### config.mk
export PLATFORM = sky130hd
export DESIGN_NAME = ecap_dual_top
export DESIGN_NICKNAME = d
export VERILOG_FILES = /design/src/rtl/ecap_pkg.sv /design/src/rtl/ecap_sync_edge.sv /design/src/rtl/ecap_capture_bank.sv /design/src/rtl/ecap_irq_ctrl.sv /design/src/rtl/ecap_dual_top.sv
export SDC_FILE = /design/constraint.sdc
export NUM_CORES = 1
export LEC_CHECK = 0
export CAP_MARGIN = 20
export CORE_ASPECT_RATIO = 1.1
export CORE_MARGIN = 3
export CORE_UTILIZATION = 35
export CTS_BUF_LIST = sky130_fd_sc_hd__clkbuf_16
export DETAILED_ROUTE_END_ITERATION = 8
export GPL_TIMING_DRIVEN = 0
export PLACE_DENSITY = 0.62
export SYNTH_ARGS = -nofsm -noshare
export SYNTH_HDL_FRONTEND = slang
export SYNTH_HIERARCHICAL = 1
export SYNTH_SLANG_ARGS = --single-unit
### constraint.sdc
create_clock -name clk -period 2.4 [get_ports clk]
set_input_delay 0.48 -clock clk [delete_from_list [all_inputs] [get_ports clk]]
set_output_delay 0.48 -clock clk [all_outputs]
set_load 0.05 [all_outputs]
### src/rtl/ecap_pkg.sv
package ecap_pkg;
   // register offsets; ordering of the capture block is decoded by software
   localparam logic [7:0] A_CFG  = 8'h20;
   localparam logic [7:0] A_STAT = 8'h21;
   localparam logic [7:0] A_C0R  = 8'h22;
   localparam logic [7:0] A_C1R  = 8'h23;
   localparam logic [7:0] A_C0F  = 8'h24;
   localparam logic [7:0] A_C1F  = 8'h25;
   localparam logic [7:0] A_IEN  = 8'h2B;
   // source bit index inside pending/enable vectors: 2*channel + kind
   localparam int SRC_RISE = 0;
   localparam int SRC_FALL = 1;
endpackage

### src/rtl/ecap_sync_edge.sv
module ecap_sync_edge #(
   parameter int STAGES = 2
) (
   input  logic clk,
   input  logic rst_n,
   input  logic pin_i,
   output logic rise_o,
   output logic fall_o
);
   if (STAGES < 2) begin : g_bad_stages
      $error("ecap_sync_edge: STAGES must be at least 2");
   end

   logic [STAGES-1:0] sh_q;
   logic              last_q;

   always_ff @(posedge clk or negedge rst_n) begin
      if (!rst_n) begin
         sh_q   <= '0;
         last_q <= 1'b0;
      end else begin
         sh_q   <= {sh_q[STAGES-2:0], pin_i};
         last_q <= sh_q[STAGES-1];
      end
   end

   assign rise_o = sh_q[STAGES-1] & ~last_q;
   assign fall_o = ~sh_q[STAGES-1] & last_q;

   AST_EDGE_ONCE: assert property (@(posedge clk) disable iff (!rst_n)
      (rise_o || fall_o) |=> !(rise_o || fall_o));
endmodule

### src/rtl/ecap_capture_bank.sv
module ecap_capture_bank #(
   parameter int TMR_W   = 16,
   parameter int DATA_W  = 8,
   parameter int PRESC_W = 3,
   parameter int NCH     = 2
) (
   input  logic                           clk,
   input  logic                           rst_n,
   input  logic [TMR_W-1:0]               timer_i,
   input  logic                           wide_i,
   input  logic [PRESC_W-1:0]             presc_i,
   input  logic [NCH-1:0]                 rise_i,
   input  logic [NCH-1:0]                 fall_i,
   output logic [NCH-1:0][DATA_W-1:0]     cap_rise_o,
   output logic [NCH-1:0][DATA_W-1:0]     cap_fall_o
);
   localparam int MAX_SHIFT = (1 << PRESC_W) - 1;

   if (TMR_W != 2 * DATA_W) begin : g_bad_width
      $error("ecap_capture_bank: TMR_W must be twice DATA_W");
   end
   if (DATA_W + MAX_SHIFT > TMR_W) begin : g_bad_presc
      $error("ecap_capture_bank: prescale window exceeds timer width");
   end
   if (NCH < 2) begin : g_bad_nch
      $error("ecap_capture_bank: wide mode needs two channels");
   end

   logic [DATA_W-1:0] slice_w;
   logic [DATA_W-1:0] lo_w;
   logic [DATA_W-1:0] hi_w;

   assign slice_w = DATA_W'(timer_i >> presc_i);
   assign lo_w    = timer_i[DATA_W-1:0];
   assign hi_w    = timer_i[TMR_W-1:DATA_W];

   for (genvar c = 0; c < NCH; c++) begin : g_ch
      logic              ld_r, ld_f;
      logic [DATA_W-1:0] val_r, val_f;
      logic [DATA_W-1:0] q_r, q_f;

      if (c == 0) begin : g_low
         assign ld_r  = rise_i[0];
         assign ld_f  = fall_i[0];
         assign val_r = wide_i ? lo_w : slice_w;
         assign val_f = wide_i ? lo_w : slice_w;
      end else if (c == 1) begin : g_high
         assign ld_r  = wide_i ? rise_i[0] : rise_i[1];
         assign ld_f  = wide_i ? fall_i[0] : fall_i[1];
         assign val_r = wide_i ? hi_w : slice_w;
         assign val_f = wide_i ? hi_w : slice_w;
      end else begin : g_plain
         assign ld_r  = rise_i[c];
         assign ld_f  = fall_i[c];
         assign val_r = slice_w;
         assign val_f = slice_w;
      end

      always_ff @(posedge clk or negedge rst_n) begin
         if (!rst_n) begin
            q_r <= '0;
            q_f <= '0;
         end else begin
            if (ld_r) q_r <= val_r;
            if (ld_f) q_f <= val_f;
         end
      end

      assign cap_rise_o[c] = q_r;
      assign cap_fall_o[c] = q_f;
   end

   AST_CAP_HOLD: assert property (@(posedge clk) disable iff (!rst_n)
      (rise_i == '0 && fall_i == '0) |=> ($stable(cap_rise_o) && $stable(cap_fall_o)));
   AST_WIDE_RISE_PAIR: assert property (@(posedge clk) disable iff (!rst_n)
      (wide_i && rise_i[0]) |=> ({cap_rise_o[1], cap_rise_o[0]} == $past(timer_i)));
   AST_WIDE_FALL_PAIR: assert property (@(posedge clk) disable iff (!rst_n)
      (wide_i && fall_i[0]) |=> ({cap_fall_o[1], cap_fall_o[0]} == $past(timer_i)));
   AST_WIDE_CH1_QUIET: assert property (@(posedge clk) disable iff (!rst_n)
      (wide_i && !rise_i[0] && !fall_i[0]) |=> ($stable(cap_rise_o) && $stable(cap_fall_o)));
endmodule

### src/rtl/ecap_irq_ctrl.sv
module ecap_irq_ctrl #(
   parameter int NSRC = 4
) (
   input  logic            clk,
   input  logic            rst_n,
   input  logic [NSRC-1:0] set_i,
   input  logic            clr_we_i,
   input  logic [NSRC-1:0] clr_mask_i,
   input  logic [NSRC-1:0] en_i,
   output logic [NSRC-1:0] pend_o,
   output logic            irq_o
);
   logic [NSRC-1:0] clr_w;

   assign clr_w = clr_we_i ? clr_mask_i : '0;

   always_ff @(posedge clk or negedge rst_n) begin
      if (!rst_n) pend_o <= '0;
      else        pend_o <= (pend_o & ~clr_w) | set_i;
   end

   assign irq_o = |(pend_o & en_i);

   AST_PEND_SET: assert property (@(posedge clk) disable iff (!rst_n)
      (set_i != '0) |=> ((pend_o & $past(set_i)) == $past(set_i)));
   AST_PEND_STICKY: assert property (@(posedge clk) disable iff (!rst_n)
      !clr_we_i |=> ((pend_o & $past(pend_o)) == $past(pend_o)));
endmodule

### src/rtl/ecap_dual_top.sv
module ecap_dual_top #(
   parameter int TMR_W       = 16,
   parameter int DATA_W      = 8,
   parameter int PRESC_W     = 3,
   parameter int SYNC_STAGES = 2,
   parameter int ADDR_W      = 8
) (
   input  logic              clk,
   input  logic              rst_n,
   input  logic [TMR_W-1:0]  timer_i,
   input  logic [1:0]        pin_i,
   input  logic [ADDR_W-1:0] bus_addr,
   input  logic              bus_wr,
   input  logic [DATA_W-1:0] bus_wdata,
   output logic [DATA_W-1:0] bus_rdata,
   output logic              irq_o
);
   import ecap_pkg::*;

   localparam int NCH  = 2;
   localparam int NSRC = 2 * NCH;

   if (ADDR_W < 8) begin : g_bad_addr
      $error("ecap_dual_top: ADDR_W must be at least 8");
   end
   if (DATA_W < PRESC_W + 2 || DATA_W < NSRC) begin : g_bad_data
      $error("ecap_dual_top: DATA_W too small for config or flags");
   end

   logic [NCH-1:0]              rise_w, fall_w;
   logic [NSRC-1:0]             set_w, pend_w;
   logic [NCH-1:0][DATA_W-1:0]  cap_r_w, cap_f_w;
   logic                        cfg_wide_q;
   logic [PRESC_W-1:0]          cfg_presc_q;
   logic [NSRC-1:0]             ien_q;
   logic                        wr_cfg, wr_ien, wr_stat;
   logic                        unused_wdata;

   for (genvar c = 0; c < NCH; c++) begin : g_sync
      ecap_sync_edge #(.STAGES(SYNC_STAGES)) sync_i (
         .clk    (clk),
         .rst_n  (rst_n),
         .pin_i  (pin_i[c]),
         .rise_o (rise_w[c]),
         .fall_o (fall_w[c])
      );
      assign set_w[2*c + SRC_RISE] = rise_w[c];
      assign set_w[2*c + SRC_FALL] = fall_w[c];
   end

   assign wr_cfg  = bus_wr && (bus_addr == ADDR_W'(A_CFG));
   assign wr_ien  = bus_wr && (bus_addr == ADDR_W'(A_IEN));
   assign wr_stat = bus_wr && (bus_addr == ADDR_W'(A_STAT));
   assign unused_wdata = ^bus_wdata;

   always_ff @(posedge clk or negedge rst_n) begin
      if (!rst_n) begin
         cfg_wide_q  <= 1'b0;
         cfg_presc_q <= '0;
         ien_q       <= '0;
      end else begin
         if (wr_cfg) begin
            cfg_wide_q  <= bus_wdata[DATA_W-1];
            cfg_presc_q <= bus_wdata[PRESC_W-1:0];
         end
         if (wr_ien) ien_q <= bus_wdata[NSRC-1:0];
      end
   end

   ecap_capture_bank #(
      .TMR_W   (TMR_W),
      .DATA_W  (DATA_W),
      .PRESC_W (PRESC_W),
      .NCH     (NCH)
   ) bank_i (
      .clk        (clk),
      .rst_n      (rst_n),
      .timer_i    (timer_i),
      .wide_i     (cfg_wide_q),
      .presc_i    (cfg_presc_q),
      .rise_i     (rise_w),
      .fall_i     (fall_w),
      .cap_rise_o (cap_r_w),
      .cap_fall_o (cap_f_w)
   );

   ecap_irq_ctrl #(.NSRC(NSRC)) irq_i (
      .clk        (clk),
      .rst_n      (rst_n),
      .set_i      (set_w),
      .clr_we_i   (wr_stat),
      .clr_mask_i (bus_wdata[NSRC-1:0]),
      .en_i       (ien_q),
      .pend_o     (pend_w),
      .irq_o      (irq_o)
   );

   always_comb begin
      bus_rdata = '0;
      case (bus_addr)
         ADDR_W'(A_CFG):  bus_rdata = {cfg_wide_q, {(DATA_W-1-PRESC_W){1'b0}}, cfg_presc_q};
         ADDR_W'(A_STAT): bus_rdata = DATA_W'(pend_w);
         ADDR_W'(A_C0R):  bus_rdata = cap_r_w[0];
         ADDR_W'(A_C1R):  bus_rdata = cap_r_w[1];
         ADDR_W'(A_C0F):  bus_rdata = cap_f_w[0];
         ADDR_W'(A_C1F):  bus_rdata = cap_f_w[1];
         ADDR_W'(A_IEN):  bus_rdata = DATA_W'(ien_q);
         default:         bus_rdata = '0;
      endcase
   end

   AST_IRQ_ENABLED: assert property (@(posedge clk) disable iff (!rst_n)
      irq_o |-> ((pend_w & ien_q) != '0));
   AST_IEN_KEEP: assert property (@(posedge clk) disable iff (!rst_n)
      !wr_ien |=> $stable(ien_q));
endmodule

==> results of run 1 <==
## through the flow
stage	instances	setup TNS [ps]	utilization [%]	area [µm²]	worst slack, ps
2_1_floorplan	323	-388.9	-	3178	-120.9
3_3_place_gp	475	-47070	43.65	3727	-1489
3_5_place_dp	476	-13880	43.82	3742	-1531
4_1_cts	487	-6.793	46.84	4000	-6.793
5_1_grt	488	-143.6	46.93	4008	-47.09
6_report	488	-7.045	46.93	4008	-7.045
## layer usage
layer | vias to the layer above | GRT usage [%] | wire length [µm]
li1 | 1315 | - | -
met1 | 1389 | 27.47 | 4109
met2 | 93 | 30.44 | 4660
met3 | 12 | 3.816 | 521
met4 | 0 | 6.402 | 180
met5 | - | 0 | 0
## power breakdown
group | total (mW) | switching [mW] | leakage (nW) | internal (mW)
clock network | 0.739 | 0.343 | 0.0748 | 0.396
logic | 0.528 | 0.291 | 0.909 | 0.238
registers | 1.01 | 0.0731 | 0.574 | 0.936
total | 2.28 | 0.706 | 1.56 | 1.57
## synth_stat cells, types with 2 or more instances
master | count | area, µm²
and2b_2 | 2 | 17.52
buf_2 | 4 | 20.02
nor3_2 | 2 | 20.02
mux2i_1 | 36 | 360.4
a22o_1 | 3 | 26.28
nand2b_1 | 11 | 68.82
and3_1 | 4 | 25.02
buf_6 | 2 | 22.52
or2_2 | 3 | 18.77
nor2b_1 | 14 | 87.58
nor2_1 | 33 | 123.9
mux2_2 | 16 | 180.2
and2_1 | 2 | 12.51
nand2_1 | 25 | 93.84
o31ai_1 | 2 | 15.01
o211ai_1 | 2 | 15.01
nand3_1 | 4 | 20.02
buf_4 | 2 | 15.01
o22ai_1 | 11 | 68.82
a221oi_2 | 2 | 30.03
a221oi_1 | 18 | 157.7
a21o_1 | 5 | 37.54
clkbuf_1 | 12 | 45.04
buf_1 | 3 | 11.26
a22oi_1 | 13 | 97.59
nor3_1 | 5 | 25.02
o21ai_0 | 21 | 105.1
dfrtp_1 | 50 | 1251
## path summary, 6_finish.rpt
check / slack, ps / startpoint / endpoint / depth (start not counted)
setup / recovery: -7 / bus_addr[6] / bus_rdata[0] / 6
hold / removal: 70 / rst_n / ien_q[0] / 1
max in group asynchronous: 1810 / rst_n / bank_i/g_ch[0].q_r[5] / 2
hold reg to reg: 350 / g_sync[0].sync_i/sh_q[0] / g_sync[0].sync_i/sh_q[1] / 0
min in group clk: 350 / g_sync[0].sync_i/sh_q[0] / g_sync[0].sync_i/sh_q[1] / 0
setup reg to reg: 460 / g_sync[0].sync_i/sh_q[1] / bank_i/g_ch[1].q_f[2] / 5
## what timing repair did
item	in CTS	in global routing
setup buffers	4	1
gates resized for setup	91	10
setup endpoints to repair	8	7
pin swaps	8	5
hold endpoints to repair	0	0
## state kept, by name, indices dropped and copies added (netlist names)
name,cells
bank_i/g_ch.q_f,16
cfg_presc_q,3
g_sync.sync_i/last_q,2
irq_i/pend_o,4
ien_q,4
g_sync.sync_i/sh_q,4
cfg_wide_q,1
bank_i/g_ch.q_r,16
## final cells by class
class / count / area share, %
clock buffers: 5 / 3.122
multi-input cells: 249 / 47.02
plain buffers: 22 / 3.590
clock inverters: 3 / 0.6556
well taps: 111 / 3.465
repair buffers: 47 / 10.74
inverters: 1 / 0.1873
flip-flops and latches: 50 / 31.22
## cell families after synthesis
group / count (synthesis) / share of synthesized area (%)
compound gates: 83 / 19.13
simple gates: 113 / 18.97
buf+inv: 24 / 3.769
mux: 53 / 18.04
flops: 50 / 40.10
==> impl_metrics.py, run 1 <==
metrics = {
    "drt": {
        "drtPass1Iterations": 4,
        "avgRoutedWirePerCell_um": 19.41,
        "vias": 2809,
        "drtIter0Drc": 214,
        "routed_wl_mm": 9.471,
        "drc_errors": 0,
        "post_drt_via_cell_ratio": 5.756,
        "ant_nets": 0,
    },
    "yosys": {
        "ys.warnings.count": 6,
        "yosysUniqueCellTypes": 44,
        "synth_seq_cells": 50,
        "async_flop_share_pct": 100.0,
        "avgSynthCellArea_um2": 9.661,
        "synth_area_um2": 3120,
        "synth_top_flop_cell": "dfrtp_1",
        "syn_nets": 360,
        "yosysSeqAreaShare_pct": 40.10,
        "syn_inst": 323,
        "synth_edf_count": 0,
    },
    "timing": {
        "rsz0062_at_grt": "yes",
        "slew_headroom_pct": 58.17,
        "setup_viol": 1,
        "fin_crit_sh_pct": 100.3,
        "worst_slew_pin_slew_ps": 627.5,
        "max_freq_ghz": 0.4154,
        "maxSlewViolCount": 0,
        "finalCriticalPeriod_ps": 2407,
        "hold_ws_ps": 71.14,
        "clock_skew_ps": 4.928,
        "finalHoldViolCount": 0,
        "setup_ws_ps": -7.045,
    },
    "power": {
        "cellLeakagePower_nw": 1.557,
        "ir_drop_mv": 0.2808,
        "p_per_area_nw_per_um2": 568.0,
        "power_mw": 2.276,
    },
    "floorplan": {
        "dieArea_um2": 10090,
        "dieWidth_um": 96.03,
        "rows": 35,
        "core-area_um2": 8539,
        "ios": 46,
        "chipHeight_um": 105.0,
        "initial_core_util_pct": 36.54,
    },
    "critical_path": {
        "crit_buf_inv": 2,
        "slowest_delay_ps": 580,
        "critPathTopFamily": "simple AND/OR/NAND/NOR gates",
        "path_cells": "buf_6 -> or4b_4 -> nor2_4 -> nand2_4 -> o221ai_4 -> buf_6",
        "cp.required_ps": 1920,
        "crit_path_start_kind": "input port",
        "end_kind": "primary output",
        "crit_top_cell": "buf_6",
        "slowest_stage": "or4b_4",
        "cp_max_fo": 6,
        "path_class": "input port to primary output",
        "cp.arrival_ps": 1930,
    },
    "clocking": {
        "cts_buffers": 5,
        "cts_tree": "yes",
        "clock-sinks": 50,
        "clockBufferDepth": 2,
        "cts_hold_buf": 0,
        "clock_latency_ps": 300,
        "clkTransAtPathRegs_ps": 70,
        "h-tree-depth": 2,
        "cts_root_buffer": "clkbuf_16",
    },
    "place": {
        "place_congestion": 0.8859,
        "io_buffers": 41,
        "dp_hpwl_mm": 7.067,
    },
    "layout": {
        "area_growth_pct": 28.43,
        "final_common_cell": "dfrtp_1",
        "nNetsFinal": 413,
        "diodes": 0,
        "final_layout_size_suffix_gt1_share_pct": 22.81,
        "register_area_um2": 1251,
        "mostFrequentLayoutCells": "dfrtp_1 (50), mux2i_1 (35), nor2_1 (32)",
        "fillers": 822,
        "multiInputGateArea_um2": 1884,
    },
    "job": {
        "maxCapViolations": 0,
    },
    "global_route": {
        "grtUsageTotal_pct": 19.73,
        "grt_pass1_vias": 2944,
        "grt_antenna_before_repair": 0,
        "grt_overflow": 0,
        "grt_max_degree": 40,
        "grt_pass1_wl_mm": 15.50,
    },
    "min_path": {
        "hold_class": "input port to asynchronous set/reset pin",
    },
    "status": {
        "status": "finished, violations left",
        "violations": "negative setup slack",
    },
}
No activity file was read; power rests on OpenSTA's default activity.
==> inputs of run 2 (changes only) <==
==> constraint.sdc (replaced) <==
create_clock -name clk -period 2.6 [get_ports clk]
set_input_delay 0.52 -clock clk [delete_from_list [all_inputs] [get_ports clk]]
set_output_delay 0.52 -clock clk [all_outputs]
set_load 0.05 [all_outputs]
==> run 2 against run 1 <==
Net effect: the run now ends clean; clock power up 2%; sequential power fell by 8%; non-clock buffer count stayed put; sequential share of layout area increased by 0.17 points; combinational power down 8.3%; register-to-register slack gained 120 ps; count of clock-buffer cells in the layout did not move; largest power group unchanged.
==> impl_metrics.py, run 2 (same netlist as run 1, synthesis figures left out) <==
metrics = {
    "drt": {
        "drtPass1Iterations": 5,
        "routed_wl_mm": 9.730,
        "avgRoutedWirePerCell_um": 19.94,
        "drc_errors": 0,
        "vias": 2898,
        "post_drt_via_cell_ratio": 5.939,
        "drtIter0Drc": 246,
        "ant_nets": 0,
    },
    "timing": {
        "finalHoldViolCount": 0,
        "worst_slew_pin_slew_ps": 646.3,
        "clock_skew_ps": 5.506,
        "hold_ws_ps": 147.9,
        "slew_headroom_pct": 56.91,
        "maxSlewViolCount": 0,
        "rsz0062_at_grt": "no",
        "setup_viol": 0,
        "setup_ws_ps": 53.96,
        "finalCriticalPeriod_ps": 2546,
        "max_freq_ghz": 0.3928,
        "setup-tns-final_ps": 0,
        "fin_crit_sh_pct": 97.92,
    },
    "critical_path": {
        "slowest_delay_ps": 580,
        "r2r_end": "bank_i/g_ch[1].q_r[0]",
        "end_kind": "primary output",
        "cp.depth": 6,
        "slowest_stage": "or4b_4",
        "critPathTopFamily": "simple AND/OR/NAND/NOR gates",
        "cp.arrival_ps": 2030,
        "crit_top_cell": "buf_6",
        "cp.required_ps": 2080,
        "rr_worst_depth": 4,
        "path_cells": "buf_6 -> or4b_4 -> nor2_4 -> nand2_4 -> o221ai_4 -> buf_6",
        "crit_path_start_kind": "input port",
        "path_class": "input port to primary output",
        "r2r_start": "cfg_wide_q",
        "crit_buf_inv": 2,
        "crit_end": "bus_rdata[0]",
        "cp_max_fo": 6,
        "cp-startpoint": "bus_addr[7]",
        "r2r_slack_ps": 580,
    },
    "layout": {
        "largestRegisters": "bank_i/g_ch.q_f (16), bank_i/g_ch.q_r (16)",
        "final_common_cell": "dfrtp_1",
        "final_layout_size_suffix_gt1_share_pct": 21.75,
        "mostFrequentLayoutCells": "dfrtp_1 (50), mux2i_1 (36), nor2_1 (32)",
        "diodes": 0,
        "area_growth_pct": 27.75,
        "nNetsFinal": 413,
        "final_cell_area_um2": 3986,
        "fillers": 806,
    },
    "clocking": {
        "cts_buffers": 5,
        "h-tree-depth": 2,
        "clock-sinks": 50,
        "clockBufferDepth": 2,
        "clock_latency_ps": 290,
        "cts_tree": "yes",
        "cts_root_buffer": "clkbuf_16",
        "clkTransAtPathRegs_ps": 70,
        "cts_hold_buf": 0,
    },
    "global_route": {
        "grt_pass1_vias": 2894,
        "grtUsageTotal_pct": 20.13,
        "grt_antenna_before_repair": 0,
        "grt_max_degree": 36,
        "grt_overflow": 0,
        "grt_pass1_wl_mm": 15.64,
    },
    "power": {
        "p_per_area_nw_per_um2": 544.2,
        "power_mw": 2.169,
        "cellLeakagePower_nw": 1.572,
        "ir_drop_mv": 0.2581,
    },
    "floorplan": {
        "ios": 46,
        "dieArea_um2": 10090,
        "chipHeight_um": 105.0,
        "rows": 35,
        "core-area_um2": 8539,
        "dieWidth_um": 96.03,
        "initial_core_util_pct": 36.54,
    },
    "job": {
        "maxCapViolations": 0,
    },
    "place": {
        "pre_cts_slack_ps": -1341,
        "io_buffers": 41,
        "place_congestion": 0.8355,
        "placed_cell_area_um2": 3716,
        "dp_hpwl_mm": 7.210,
    },
    "min_path": {
        "hold_class": "input port to asynchronous set/reset pin",
    },
    "status": {
        "status": "finished, final reports clean",
    },
}
run 2: per-layer routing:
| metal | global-route usage, % | part of all wire, % |
|---|---|---|
| met5 | 0 | 0 |
| met4 | 6.606 | 2.6 |
| met3 | 3.168 | 5.5 |
| met2 | 31.92 | 48 |
| met1 | 27.68 | 43 |
run 2: timing repair:
item | 4_1_cts | 5_1_grt
setup buffers | 5 | 0
endpoints found under the setup margin | 8 | 8
resized for setup | 91 | 8
pin swaps | 8 | 3
run 2: worst min path at each step:
stage,endpoint,from
after detailed placement,g_sync[0].sync_i/sh_q[1],g_sync[0].sync_i/sh_q[0]
after floorplan,bank_i/g_ch[0].q_f[0],rst_n
final,bank_i/g_ch[0].q_r[4],rst_n
after global routing,bank_i/g_ch[0].q_r[4],rst_n
after global placement,g_sync[0].sync_i/sh_q[1],g_sync[0].sync_i/sh_q[0]
after CTS,bank_i/g_ch[0].q_r[7],rst_n
run 2: report_power, final:
| group | switching, mW | internal, mW | leakage (nW) |
|---|---|---|---|
| clock | 0.299 | 0.456 | 0.0842 |
| sequential | 0.0665 | 0.864 | 0.574 |
| combinational | 0.268 | 0.217 | 0.914 |
run 2: layout make-up:
class | instances | area, µm² | area share (%)
inverter | 1 | 3.754 | 0.09416
clock buffer | 5 | 125.1 | 3.139
tap | 111 | 138.9 | 3.484
multi-input combinational | 249 | 1856 | 46.55
clock inverter | 3 | 43.79 | 1.099
sequential | 50 | 1251 | 31.39
timing repair buffer | 47 | 436.7 | 10.95
buffer | 22 | 131.4 | 3.296
run 2: through the flow:
stage,util [%],std cells
6_report,46.68,488
5_1_grt,46.68,488
4_1_cts,46.81,489
3_5_place_dp,43.52,476
3_3_place_gp,43.34,475
2_1_floorplan,-,323
